### config.mk
export PLATFORM = sky130hd
export DESIGN_NAME = ext_sram_bus_ctrl
export DESIGN_NICKNAME = d
export VERILOG_FILES = /design/src/rtl/sram_bus_pkg.sv /design/src/rtl/sram_region_match.sv /design/src/rtl/sram_region_decode.sv /design/src/rtl/sram_access_seq.sv /design/src/rtl/ext_sram_bus_ctrl.sv
export SDC_FILE = /design/constraint.sdc
export NUM_CORES = 1
export LEC_CHECK = 0
export BUFFER_PORTS_ARGS = -buffer_cell sky130_fd_sc_hd__buf_4
export CORE_MARGIN = 2
export CORE_UTILIZATION = 50
export DETAILED_ROUTE_END_ITERATION = 7
export GPL_ROUTABILITY_DRIVEN = 0
export GPL_TIMING_DRIVEN = 0
export PLACE_DENSITY = 0.8
export SYNTH_ARGS = -nofsm -noshare
export SYNTH_HDL_FRONTEND = slang
export SYNTH_SLANG_ARGS = --single-unit
### constraint.sdc
create_clock -name clk -period 3.75 [get_ports clk]
set_input_delay 0.5625 -clock clk [delete_from_list [all_inputs] [get_ports clk]]
set_output_delay 0.5625 -clock clk [all_outputs]
set_load 0.005 [all_outputs]
### src/rtl/sram_bus_pkg.sv
package sram_bus_pkg;

    localparam int BYTE_W = 8;

    // Address multiplexing mode; the encoding is decoded by the sequencer
    typedef enum logic [1:0] {
        AM_MUX_B1  = 2'b00,   // byte 1 shares the low lane, one latch phase
        AM_MUX_B2  = 2'b01,   // byte 2 shares the low lane, one latch phase
        AM_MUX_B12 = 2'b10,   // bytes 1 then 2 share the low lane, two phases
        AM_FLAT    = 2'b11    // full address, no latch phase
    } addr_mode_e;

    typedef enum logic [1:0] {
        ST_IDLE,
        ST_LATCH,
        ST_STROBE
    } seq_state_e;

    localparam logic [1:0] CS_MODE_SRAM = 2'b01;
    localparam logic [1:0] BUS_WIDTH_8  = 2'b01;

    function automatic logic has_second_latch(addr_mode_e m);
        return m == AM_MUX_B12;
    endfunction

endpackage

### src/rtl/sram_region_match.sv
module sram_region_match
    import sram_bus_pkg::*;
#(
    parameter int ADDR_W    = 24,
    parameter int BASE_LSB  = 12,
    parameter int SIZE_W    = 5,
    parameter int SIZE_LSB0 = 8
) (
    input  logic [ADDR_W-BASE_LSB-1:0] addr_hi,
    input  logic [ADDR_W-BASE_LSB-1:0] base,
    input  logic [SIZE_W-1:0]          size_code,
    input  logic [1:0]                 mode,
    output logic                       hit
);
    localparam int BASE_W = ADDR_W - BASE_LSB;

    logic [BASE_W-1:0] care;

    // An address bit takes part in the compare when it lies above the window span
    always_comb begin
        for (int i = 0; i < BASE_W; i++) begin
            care[i] = (int'(size_code) + SIZE_LSB0) <= (i + BASE_LSB);
        end
    end

    assign hit = (mode == CS_MODE_SRAM) && (((addr_hi ^ base) & care) == '0);

endmodule

### src/rtl/sram_region_decode.sv
module sram_region_decode
    import sram_bus_pkg::*;
#(
    parameter int NUM_CS   = 4,
    parameter int ADDR_W   = 24,
    parameter int BASE_LSB = 12,
    parameter int SIZE_W   = 5,
    parameter int WAIT_W   = 3
) (
    input  logic [ADDR_W-1:0]                   addr,
    input  logic [NUM_CS*(ADDR_W-BASE_LSB)-1:0] cfg_base,
    input  logic [NUM_CS*SIZE_W-1:0]            cfg_size,
    input  logic [NUM_CS*2-1:0]                 cfg_mode,
    input  logic [NUM_CS*WAIT_W-1:0]            cfg_wait,
    output logic                                hit_any,
    output logic [NUM_CS-1:0]                   sel,
    output logic [WAIT_W-1:0]                   sel_wait
);
    localparam int BASE_W = ADDR_W - BASE_LSB;

    logic [NUM_CS-1:0] hits;

    for (genvar k = 0; k < NUM_CS; k++) begin : g_win
        sram_region_match #(
            .ADDR_W   (ADDR_W),
            .BASE_LSB (BASE_LSB),
            .SIZE_W   (SIZE_W),
            .SIZE_LSB0(8)
        ) u_match (
            .addr_hi  (addr[ADDR_W-1:BASE_LSB]),
            .base     (cfg_base[k*BASE_W +: BASE_W]),
            .size_code(cfg_size[k*SIZE_W +: SIZE_W]),
            .mode     (cfg_mode[k*2 +: 2]),
            .hit      (hits[k])
        );
    end

    // Lowest index wins
    always_comb begin
        hit_any  = 1'b0;
        sel      = '0;
        sel_wait = '0;
        for (int k = 0; k < NUM_CS; k++) begin
            if (hits[k] && !hit_any) begin
                hit_any  = 1'b1;
                sel[k]   = 1'b1;
                sel_wait = cfg_wait[k*WAIT_W +: WAIT_W];
            end
        end
    end

endmodule

### src/rtl/sram_access_seq.sv
module sram_access_seq
    import sram_bus_pkg::*;
#(
    parameter int NUM_CS = 4,
    parameter int ADDR_W = 24,
    parameter int DATA_W = 8,
    parameter int WAIT_W = 3
) (
    input  logic                clk,
    input  logic                rst,
    input  logic                req_valid,
    input  logic                req_we,
    input  logic [ADDR_W-1:0]   req_addr,
    input  logic [DATA_W-1:0]   req_wdata,
    input  logic                dec_hit,
    input  logic [NUM_CS-1:0]   dec_sel,
    input  logic [WAIT_W-1:0]   dec_wait,
    input  logic [1:0]          cfg_addr_mode,
    input  logic                width_ok,
    input  logic [DATA_W-1:0]   bus_din,
    output logic                req_ready,
    output logic                req_err,
    output logic [DATA_W-1:0]   req_rdata,
    output logic [NUM_CS-1:0]   bus_cs_n,
    output logic                bus_rd_n,
    output logic                bus_wr_n,
    output logic [1:0]          bus_ale,
    output logic [ADDR_W-1:0]   bus_addr,
    output logic [DATA_W-1:0]   bus_dout,
    output logic                bus_oe
);
    seq_state_e          state_q;
    addr_mode_e          mode_q;
    logic                phase_q;
    logic [WAIT_W-1:0]   wait_q;
    logic                we_q;
    logic [ADDR_W-1:0]   addr_q;
    logic [DATA_W-1:0]   wdata_q;
    logic [NUM_CS-1:0]   cs_q;
    logic                ready_q;
    logic                err_q;
    logic [DATA_W-1:0]   rdata_q;

    logic                accept;
    addr_mode_e          mode_in;

    assign mode_in = addr_mode_e'(cfg_addr_mode);
    assign accept  = req_valid && !ready_q && (state_q == ST_IDLE);

    always_ff @(posedge clk) begin
        if (rst) begin
            state_q <= ST_IDLE;
            mode_q  <= AM_FLAT;
            phase_q <= 1'b0;
            wait_q  <= '0;
            we_q    <= 1'b0;
            addr_q  <= '0;
            wdata_q <= '0;
            cs_q    <= '0;
            ready_q <= 1'b0;
            err_q   <= 1'b0;
            rdata_q <= '0;
        end else begin
            ready_q <= 1'b0;
            err_q   <= 1'b0;
            case (state_q)
                ST_IDLE: begin
                    if (accept) begin
                        if (dec_hit && width_ok) begin
                            we_q    <= req_we;
                            addr_q  <= req_addr;
                            wdata_q <= req_wdata;
                            cs_q    <= dec_sel;
                            wait_q  <= dec_wait;
                            mode_q  <= mode_in;
                            phase_q <= 1'b0;
                            state_q <= (mode_in == AM_FLAT) ? ST_STROBE : ST_LATCH;
                        end else begin
                            ready_q <= 1'b1;
                            err_q   <= 1'b1;
                            rdata_q <= '0;
                        end
                    end
                end
                ST_LATCH: begin
                    if (has_second_latch(mode_q) && !phase_q) begin
                        phase_q <= 1'b1;
                    end else begin
                        state_q <= ST_STROBE;
                    end
                end
                ST_STROBE: begin
                    if (wait_q == '0) begin
                        ready_q <= 1'b1;
                        state_q <= ST_IDLE;
                        if (!we_q) begin
                            rdata_q <= bus_din;
                        end
                    end else begin
                        wait_q <= wait_q - 1'b1;
                    end
                end
                default: state_q <= ST_IDLE;
            endcase
        end
    end

    // Address lane construction
    logic [BYTE_W-1:0] byte0, byte1, byte2, lane;
    logic [ADDR_W-1:0] mux_addr;
    logic              busy;

    assign byte0 = addr_q[0 +: BYTE_W];
    assign byte1 = addr_q[BYTE_W +: BYTE_W];
    assign byte2 = addr_q[2*BYTE_W +: BYTE_W];
    assign busy  = (state_q != ST_IDLE);

    always_comb begin
        lane = byte0;
        if (state_q == ST_LATCH) begin
            case (mode_q)
                AM_MUX_B1:  lane = byte1;
                AM_MUX_B2:  lane = byte2;
                AM_MUX_B12: lane = phase_q ? byte2 : byte1;
                default:    lane = byte0;
            endcase
        end
        mux_addr = '0;
        mux_addr[0 +: BYTE_W] = lane;
        if (mode_q == AM_MUX_B1) begin
            mux_addr[2*BYTE_W +: BYTE_W] = byte2;
        end else if (mode_q == AM_MUX_B2) begin
            mux_addr[BYTE_W +: BYTE_W] = byte1;
        end
    end

    always_comb begin
        bus_cs_n = busy ? ~cs_q : '1;
        bus_rd_n = !((state_q == ST_STROBE) && !we_q);
        bus_wr_n = !((state_q == ST_STROBE) && we_q);
        bus_oe   = (state_q == ST_STROBE) && we_q;
        bus_dout = bus_oe ? wdata_q : '0;
        bus_ale  = 2'b00;
        if (state_q == ST_LATCH) begin
            bus_ale = phase_q ? 2'b10 : 2'b01;
        end
        if (!busy) begin
            bus_addr = '0;
        end else if (mode_q == AM_FLAT) begin
            bus_addr = addr_q;
        end else begin
            bus_addr = mux_addr;
        end
    end

    assign req_ready = ready_q;
    assign req_err   = err_q;
    assign req_rdata = rdata_q;

endmodule

### src/rtl/ext_sram_bus_ctrl.sv
module ext_sram_bus_ctrl
    import sram_bus_pkg::*;
#(
    parameter int NUM_CS   = 4,
    parameter int ADDR_W   = 24,
    parameter int DATA_W   = 8,
    parameter int BASE_LSB = 12,
    parameter int SIZE_W   = 5,
    parameter int WAIT_W   = 3
) (
    input  logic                                clk,
    input  logic                                rst,
    input  logic                                req_valid,
    input  logic                                req_we,
    input  logic [ADDR_W-1:0]                   req_addr,
    input  logic [DATA_W-1:0]                   req_wdata,
    output logic                                req_ready,
    output logic                                req_err,
    output logic [DATA_W-1:0]                   req_rdata,
    input  logic [NUM_CS*(ADDR_W-BASE_LSB)-1:0] cfg_base,
    input  logic [NUM_CS*SIZE_W-1:0]            cfg_size,
    input  logic [NUM_CS*2-1:0]                 cfg_mode,
    input  logic [NUM_CS*WAIT_W-1:0]            cfg_wait,
    input  logic [1:0]                          cfg_addr_mode,
    input  logic [1:0]                          cfg_bus_width,
    output logic [NUM_CS-1:0]                   bus_cs_n,
    output logic                                bus_rd_n,
    output logic                                bus_wr_n,
    output logic [1:0]                          bus_ale,
    output logic [ADDR_W-1:0]                   bus_addr,
    output logic [DATA_W-1:0]                   bus_dout,
    output logic                                bus_oe,
    input  logic [DATA_W-1:0]                   bus_din
);
    logic              dec_hit;
    logic [NUM_CS-1:0] dec_sel;
    logic [WAIT_W-1:0] dec_wait;
    logic              width_ok;

    assign width_ok = (cfg_bus_width == BUS_WIDTH_8);

    sram_region_decode #(
        .NUM_CS  (NUM_CS),
        .ADDR_W  (ADDR_W),
        .BASE_LSB(BASE_LSB),
        .SIZE_W  (SIZE_W),
        .WAIT_W  (WAIT_W)
    ) u_decode (
        .addr    (req_addr),
        .cfg_base(cfg_base),
        .cfg_size(cfg_size),
        .cfg_mode(cfg_mode),
        .cfg_wait(cfg_wait),
        .hit_any (dec_hit),
        .sel     (dec_sel),
        .sel_wait(dec_wait)
    );

    sram_access_seq #(
        .NUM_CS(NUM_CS),
        .ADDR_W(ADDR_W),
        .DATA_W(DATA_W),
        .WAIT_W(WAIT_W)
    ) u_seq (
        .clk          (clk),
        .rst          (rst),
        .req_valid    (req_valid),
        .req_we       (req_we),
        .req_addr     (req_addr),
        .req_wdata    (req_wdata),
        .dec_hit      (dec_hit),
        .dec_sel      (dec_sel),
        .dec_wait     (dec_wait),
        .cfg_addr_mode(cfg_addr_mode),
        .width_ok     (width_ok),
        .bus_din      (bus_din),
        .req_ready    (req_ready),
        .req_err      (req_err),
        .req_rdata    (req_rdata),
        .bus_cs_n     (bus_cs_n),
        .bus_rd_n     (bus_rd_n),
        .bus_wr_n     (bus_wr_n),
        .bus_ale      (bus_ale),
        .bus_addr     (bus_addr),
        .bus_dout     (bus_dout),
        .bus_oe       (bus_oe)
    );

endmodule

==> results.py, run 1 <==
metrics = {
    "route": {
        "drc": 0,
        "vias_per_cell": 5.89,
        "wl_per_cell_um": 17.7,
        "drt_wl_total_mm": 15.4,
        "vias": 5144,
        "postRouteAntennaNets": 0,
        "drt_first_pass_iters": 5,
        "drtIter0Drc": 343,
    },
    "timing": {
        "slew_headroom": 0.598,
        "fmax_mhz": 299,
        "rsz0062_at_grt": "no",
        "fin_crit_sh": 0.892,
        "slew_violations": 0,
        "layout_min_cycle_time_ps": 3340,
        "setup_viol": 0,
        "setup_tns_ps": 0,
        "clock-skew-final_ps": 12.8,
        "hold_viol": 0,
        "tightest_slew_ps": 598,
    },
    "logic_synthesis": {
        "avgSynthCellArea_um2": 7.91,
        "synth_edf_count": 0,
        "syn_area_um2": 4620,
        "ys.flop_type": "dfxtp_1",
        "synth.distinct_cells": 74,
        "syn_nets": 740,
        "synth-async-reset-ratio": 0,
        "ys_ff_latch": 55,
        "yosysSeqAreaShare": 0.238,
        "yosysWarnings": 0,
        "syn_inst": 585,
    },
    "cts": {
        "cts_resized": 0,
        "hold_buffers": 0,
        "clock_sinks": 55,
        "cts_inserted_buffers": 5,
        "cts_buffer_depth": 2,
        "clock-root-buffer": "clkbuf_8",
        "clk_pin_slew_ps": 110,
        "cts_setup_buffers": 0,
        "cts_tree": "yes",
        "ctsHtreeMaxLevel": 2,
        "clk_latency_ps": 320,
    },
    "job": {
        "maxCapViolCount": 0,
    },
    "placement": {
        "dpl.hpwl_mm": 11.9,
        "dpl_cell_area_um2": 6030,
        "port_buffers": 169,
    },
    "pwr": {
        "leakage_nw": 2.64,
        "power.density_nw_per_um2": 231,
        "ir_worst_vdd_v": 0.000225,
    },
    "worst_setup_path": {
        "arrival_ps": 3570,
        "crit_buf_inv": 3,
        "critPathMaxStageDelay_ps": 570,
        "cp-start-kind": "primary input",
        "setup.worst_path.end_class": "flop",
        "critPathKind": "in -> reg",
        "slowest_stage": "nor4_2",
        "rrSetupSlack_ps": 1430,
        "cp.required_ps": 3980,
        "crit_fanout": 11,
        "cp_top_family": "compound AO/OA/AOI/OAI gates",
        "crit_chain": "buf_4 > inv_1 > ha_1 > buf_2 > o21bai_1 > o211a_1 > or3_1 > nor4_2 > a22oi_4 > a311oi_2 > nand2_1 > a21oi_1 > o2bb2ai_1",
    },
    "die": {
        "coreArea_um2": 9110,
        "die_x_um": 100,
        "io_pins": 187,
        "die_height_um": 100,
        "start_util": 0.508,
        "die-area_um2": 10000,
        "row_count": 35,
    },
    "final_layout": {
        "nFillCells": 770,
        "seq_area_um2": 1100,
        "multi_input_area_um2": 3220,
        "layout.nets": 916,
        "mostFrequentLayoutCells": "buf_4 (173), nor2_1 (70), dfxtp_1 (55), mux2i_1 (44), nand2_1 (38)",
        "finish.utilization": 0.675,
        "area_growth_pct": 33.0,
        "drive_gt1_frac": 0.270,
        "final_common_cell": "buf_4",
        "finalInstanceArea_um2": 6150,
        "antenna_cells": 0,
    },
    "global_routing": {
        "grt_pass1_wl_mm": 24.4,
        "grt_pass1_vias": 4929,
        "grt-ovfl-total": 0,
        "antenna_found_initial": 0,
        "grt_max_degree": 19,
        "grt_util_all_layers": 0.301,
    },
    "status": {
        "outcome": "finished, final reports clean",
    },
    "hold_path": {
        "hold_path.class": "in -> reg",
    },
}
-- Yosys cell counts, types with 10 or more instances --
cell,n,area [um^2]
ha_1,19,238
a21oi_1,29,145
clkbuf_1,35,131
o21ai_0,25,125
nand2_1,38,143
xnor2_1,27,236
nand2b_1,10,62.6
dfxtp_1,55,1100
and3_1,17,106
nor2_1,70,263
and2_1,10,62.6
nor2b_1,13,81.3
nand3_1,15,75.1
xor2_1,23,201
inv_1,23,86.3
mux2i_1,44,440
-- report_power, final --
part	switching, mW	internal [mW]
Clock	0.213	0.203
Combinational	0.210	0.201
Sequential	0.00338	0.589
-- stage by stage --
step                power [mW]  hold WS, ps  instances  setup WS (ps)
floorplan                0.835          452        585            738
global placement         0.997          464        865            162
detailed placement        1.01          483        865           79.7
CTS                       1.41          460        873            405
global route              1.48          455        873            146
finish                    1.42          462        873            407
-- cell type report --
class                      instances  area share
buffer                            49      0.0352
clock buffer                       5      0.0112
clock inverter                     3     0.00773
inverter                          23      0.0140
multi-input combinational        458       0.524
sequential                        55       0.179
tap                              111      0.0226
timing repair buffer             169       0.206
-- kinds of logic after synthesis --
logic type                 count (synthesis)  synth area share
and+or+nand+nor                          212             0.239
buffers and inverters                     72            0.0655
adders and majority gates                 19            0.0514
muxes                                     44            0.0952
AOI/OAI and AO/OA                        133             0.216
DFF                                       55             0.238
xor gates and xnor gates                  50            0.0947
-- registers in the layout, summed over array words and instances (netlist names) --
| register | cells |
|---|---|
| u_seq.addr_q | 24 |
| u_seq.req_rdata | 8 |
| u_seq.wdata_q | 8 |
| u_seq.cs_q | 4 |
| u_seq.wait_q | 3 |
| u_seq.mode_q | 2 |
| u_seq.state_q | 2 |
| u_seq.phase_q | 1 |
| u_seq.req_err | 1 |
| u_seq.req_ready | 1 |
| u_seq.we_q | 1 |
-- worst min-delay path: cells and delay by family --
family / cells / cell delay, ps
buffers and inverters: 1 / 80
AND/OR/NAND/NOR: 1 / 70
AO/OA/AOI/OAI: 1 / 50
-- path summary, 6_finish.rpt --
check | from | end | cells after the start
setup / recovery | cfg_size[3] | u_seq.wait_q[2]$_SDFFE_PP0P_ | 13
hold reg to reg | u_seq.wdata_q[0]$_SDFFE_PP0P_ | u_seq.wdata_q[0]$_SDFFE_PP0P_ | 2
setup reg to reg | u_seq.state_q[0]$_SDFFE_PP0P_ | u_seq.addr_q[22]$_SDFFE_PP0P_ | 8
hold / removal | bus_din[5] | u_seq.req_rdata[5]$_SDFFE_PP0P_ | 3
-- layer usage --
| layer | global-route usage | vias to the layer above | routed length (um) |
|---|---|---|---|
| met3 | 0.0411 | 35 | 1190 |
| met2 | 0.508 | 262 | 7360 |
| met1 | 0.401 | 2417 | 6490 |
| met4 | 0.0896 | 0 | 382 |
| met5 | 0 | - | 0 |
| li1 | - | 2430 | - |
Note: power is estimated with default switching activity, not from simulation.
==> run 2: changes to the inputs <==
--- a/config.mk
+++ b/config.mk
@@ -5,6 +5,7 @@
 export SDC_FILE = /design/constraint.sdc
 export NUM_CORES = 1
 export LEC_CHECK = 0
+export ABC_CLOCK_PERIOD_IN_PS = 3750
 export BUFFER_PORTS_ARGS = -buffer_cell sky130_fd_sc_hd__buf_4
 export CORE_MARGIN = 2
 export CORE_UTILIZATION = 50
@@ -12,6 +13,7 @@
 export GPL_ROUTABILITY_DRIVEN = 0
 export GPL_TIMING_DRIVEN = 0
 export PLACE_DENSITY = 0.8
+export RECOVER_POWER = 50
 export SYNTH_ARGS = -nofsm -noshare
 export SYNTH_HDL_FRONTEND = slang
 export SYNTH_SLANG_ARGS = --single-unit
==> run 2 against run 1 <==
  * Final area down 0.43%
  * Clock power barely moved
  * Final cell count unchanged
  * Critical path type unchanged
  * Largest power group unchanged
  * Highest routed layer unchanged
==> results.py, run 2 (same netlist as run 1, synthesis figures left out) <==
metrics = {
    "worst_setup_path": {
        "cp_top_family": "simple AND/OR/NAND/NOR gates",
        "crit_chain": "buf_4 > inv_1 > ha_1 > buf_2 > nand2_1 > nor4_1 > or3_1 > nor4_2 > a22oi_4 > a31oi_4 > buf_4 > mux2i_1 > nor2_1",
        "crit_path_frequent_cell": "buf_4",
        "setup.worst_path.end_class": "flop",
        "cp-start-kind": "primary input",
        "arrival_ps": 3550,
        "crit_fanout": 11,
        "critPathMaxStageDelay_ps": 570,
        "critPathKind": "in -> reg",
        "cp.required_ps": 3940,
        "crit_buf_inv": 4,
        "slowest_stage": "nor4_2",
    },
    "final_layout": {
        "area_growth_pct": 32.4,
        "antenna_cells": 0,
        "final_common_cell": "buf_4",
        "mostFrequentLayoutCells": "buf_4 (131), nor2_1 (70), dfxtp_1 (55), mux2i_1 (44), clkbuf_1 (42)",
        "final_cells": 873,
        "largest_register_ffs": 24,
        "drive_gt1_frac": 0.261,
        "regMostFlops": "u_seq.addr_q",
        "layout.nets": 916,
        "nFillCells": 781,
    },
    "route": {
        "drtIter0Drc": 281,
        "drt_first_pass_iters": 5,
        "vias": 5165,
        "postRouteAntennaNets": 0,
        "wl_per_cell_um": 17.6,
        "vias_per_cell": 5.92,
        "drc": 0,
        "drt_wl_total_mm": 15.3,
    },
    "global_routing": {
        "grt_max_degree": 19,
        "grt_pass1_vias": 4929,
        "antenna_found_initial": 0,
        "grt_util_all_layers": 0.301,
        "grt-ovfl-total": 0,
        "grt_pass1_wl_mm": 24.4,
    },
    "die": {
        "die_height_um": 100,
        "start_util": 0.508,
        "coreArea_um2": 9110,
        "row_count": 35,
        "die_x_um": 100,
        "io_pins": 187,
        "die-area_um2": 10000,
    },
    "timing": {
        "fmax_mhz": 297,
        "tightest_slew_ps": 607,
        "fin_crit_sh": 0.897,
        "hold_viol": 0,
        "clock-skew-final_ps": 13.2,
        "slew_headroom": 0.592,
        "fin_ws_ps": 384,
        "holdWs_ps": 468,
        "slew_violations": 0,
        "setup_viol": 0,
        "rsz0062_at_grt": "no",
        "setup_tns_ps": 0,
        "layout_min_cycle_time_ps": 3370,
    },
    "cts": {
        "hold_buffers": 0,
        "ctsHtreeMaxLevel": 2,
        "clk_pin_slew_ps": 110,
        "cts_resized": 0,
        "clock-root-buffer": "clkbuf_8",
        "clock_sinks": 55,
        "clk_latency_ps": 320,
        "cts_buffer_depth": 2,
        "cts_setup_buffers": 0,
        "cts_inserted_buffers": 5,
        "cts_tree": "yes",
    },
    "placement": {
        "port_buffers": 169,
        "placedCellCount": 865,
        "place_ws_ps": 79.7,
        "dpl.hpwl_mm": 11.9,
    },
    "job": {
        "maxCapViolCount": 0,
    },
    "status": {
        "outcome": "finished, final reports clean",
    },
    "pwr": {
        "ir_worst_vdd_v": 0.000226,
        "leakage_nw": 2.59,
        "power.density_nw_per_um2": 232,
    },
    "hold_path": {
        "hold_path.class": "in -> reg",
    },
}
run 2: cell types whose count changed in the layout (fill, tap and decap cells not counted):
cell,delta
and2_1,-8
and2_0,+8
clkbuf_1,+7
buf_4,-42
clkbuf_4,+35
run 2: final timing paths:
path / to / from / cells after the start / slack, ps
setup / recovery: u_seq.addr_q[22]$_SDFFE_PP0P_ / cfg_size[3] / 13 / 380
hold / removal: u_seq.req_rdata[6]$_SDFFE_PP0P_ / bus_din[6] / 3 / 470
setup reg to reg: u_seq.addr_q[22]$_SDFFE_PP0P_ / u_seq.state_q[0]$_SDFFE_PP0P_ / 8 / 1420
hold reg to reg: u_seq.wdata_q[3]$_SDFFE_PP0P_ / u_seq.wdata_q[3]$_SDFFE_PP0P_ / 2 / 500
run 2: routing by layer:
| metal | track usage | share of wire | vias to the layer above |
|---|---|---|---|
| met5 | 0 | 0 | - |
| met4 | 0.0896 | 0.027 | 0 |
| met3 | 0.0411 | 0.077 | 34 |
| met2 | 0.508 | 0.48 | 264 |
| met1 | 0.401 | 0.42 | 2437 |
| li1 | - | - | 2430 |
run 2: layout make-up:
class                           instances  area, um^2  share of cell area
Tap cell                              111         139              0.0227
Inverter                               23        86.3              0.0141
Buffer                                 49         216              0.0354
Timing Repair Buffer                  169        1240               0.203
Clock buffer                            5        68.8              0.0112
Multi-Input combinational cell        458        3220               0.526
Clock inverter                          3        47.5             0.00777
Sequential cell                        55        1100               0.180
run 2: worst register-to-register path, stage by stage, from the launching register on:
cell      delay [ps]
dfxtp_1          320
clkbuf_1         180
nor2_1           260
nand2_1          160
or3_1            370
a31oi_4          310
buf_4            300
mux2i_1          230
nor2_1            50
run 2: through the flow:
stage	total power, mW	area (um^2)	utilization
finish	1.42	6120	0.672
global route	1.48	6120	0.672
CTS	1.41	6150	0.675
detailed placement	1.01	6030	0.662
global placement	0.997	6030	0.662
floorplan	0.835	4620	-
run 2: power breakdown:
| group | leakage [nW] | internal (mW) | total, mW | switching, mW |
|---|---|---|---|---|
| sequential | 0.444 | 0.589 | 0.593 | 0.00333 |
| combinational | 2.08 | 0.200 | 0.409 | 0.209 |
| clock | 0.0587 | 0.203 | 0.416 | 0.213 |
| total | 2.59 | 0.992 | 1.42 | 0.425 |
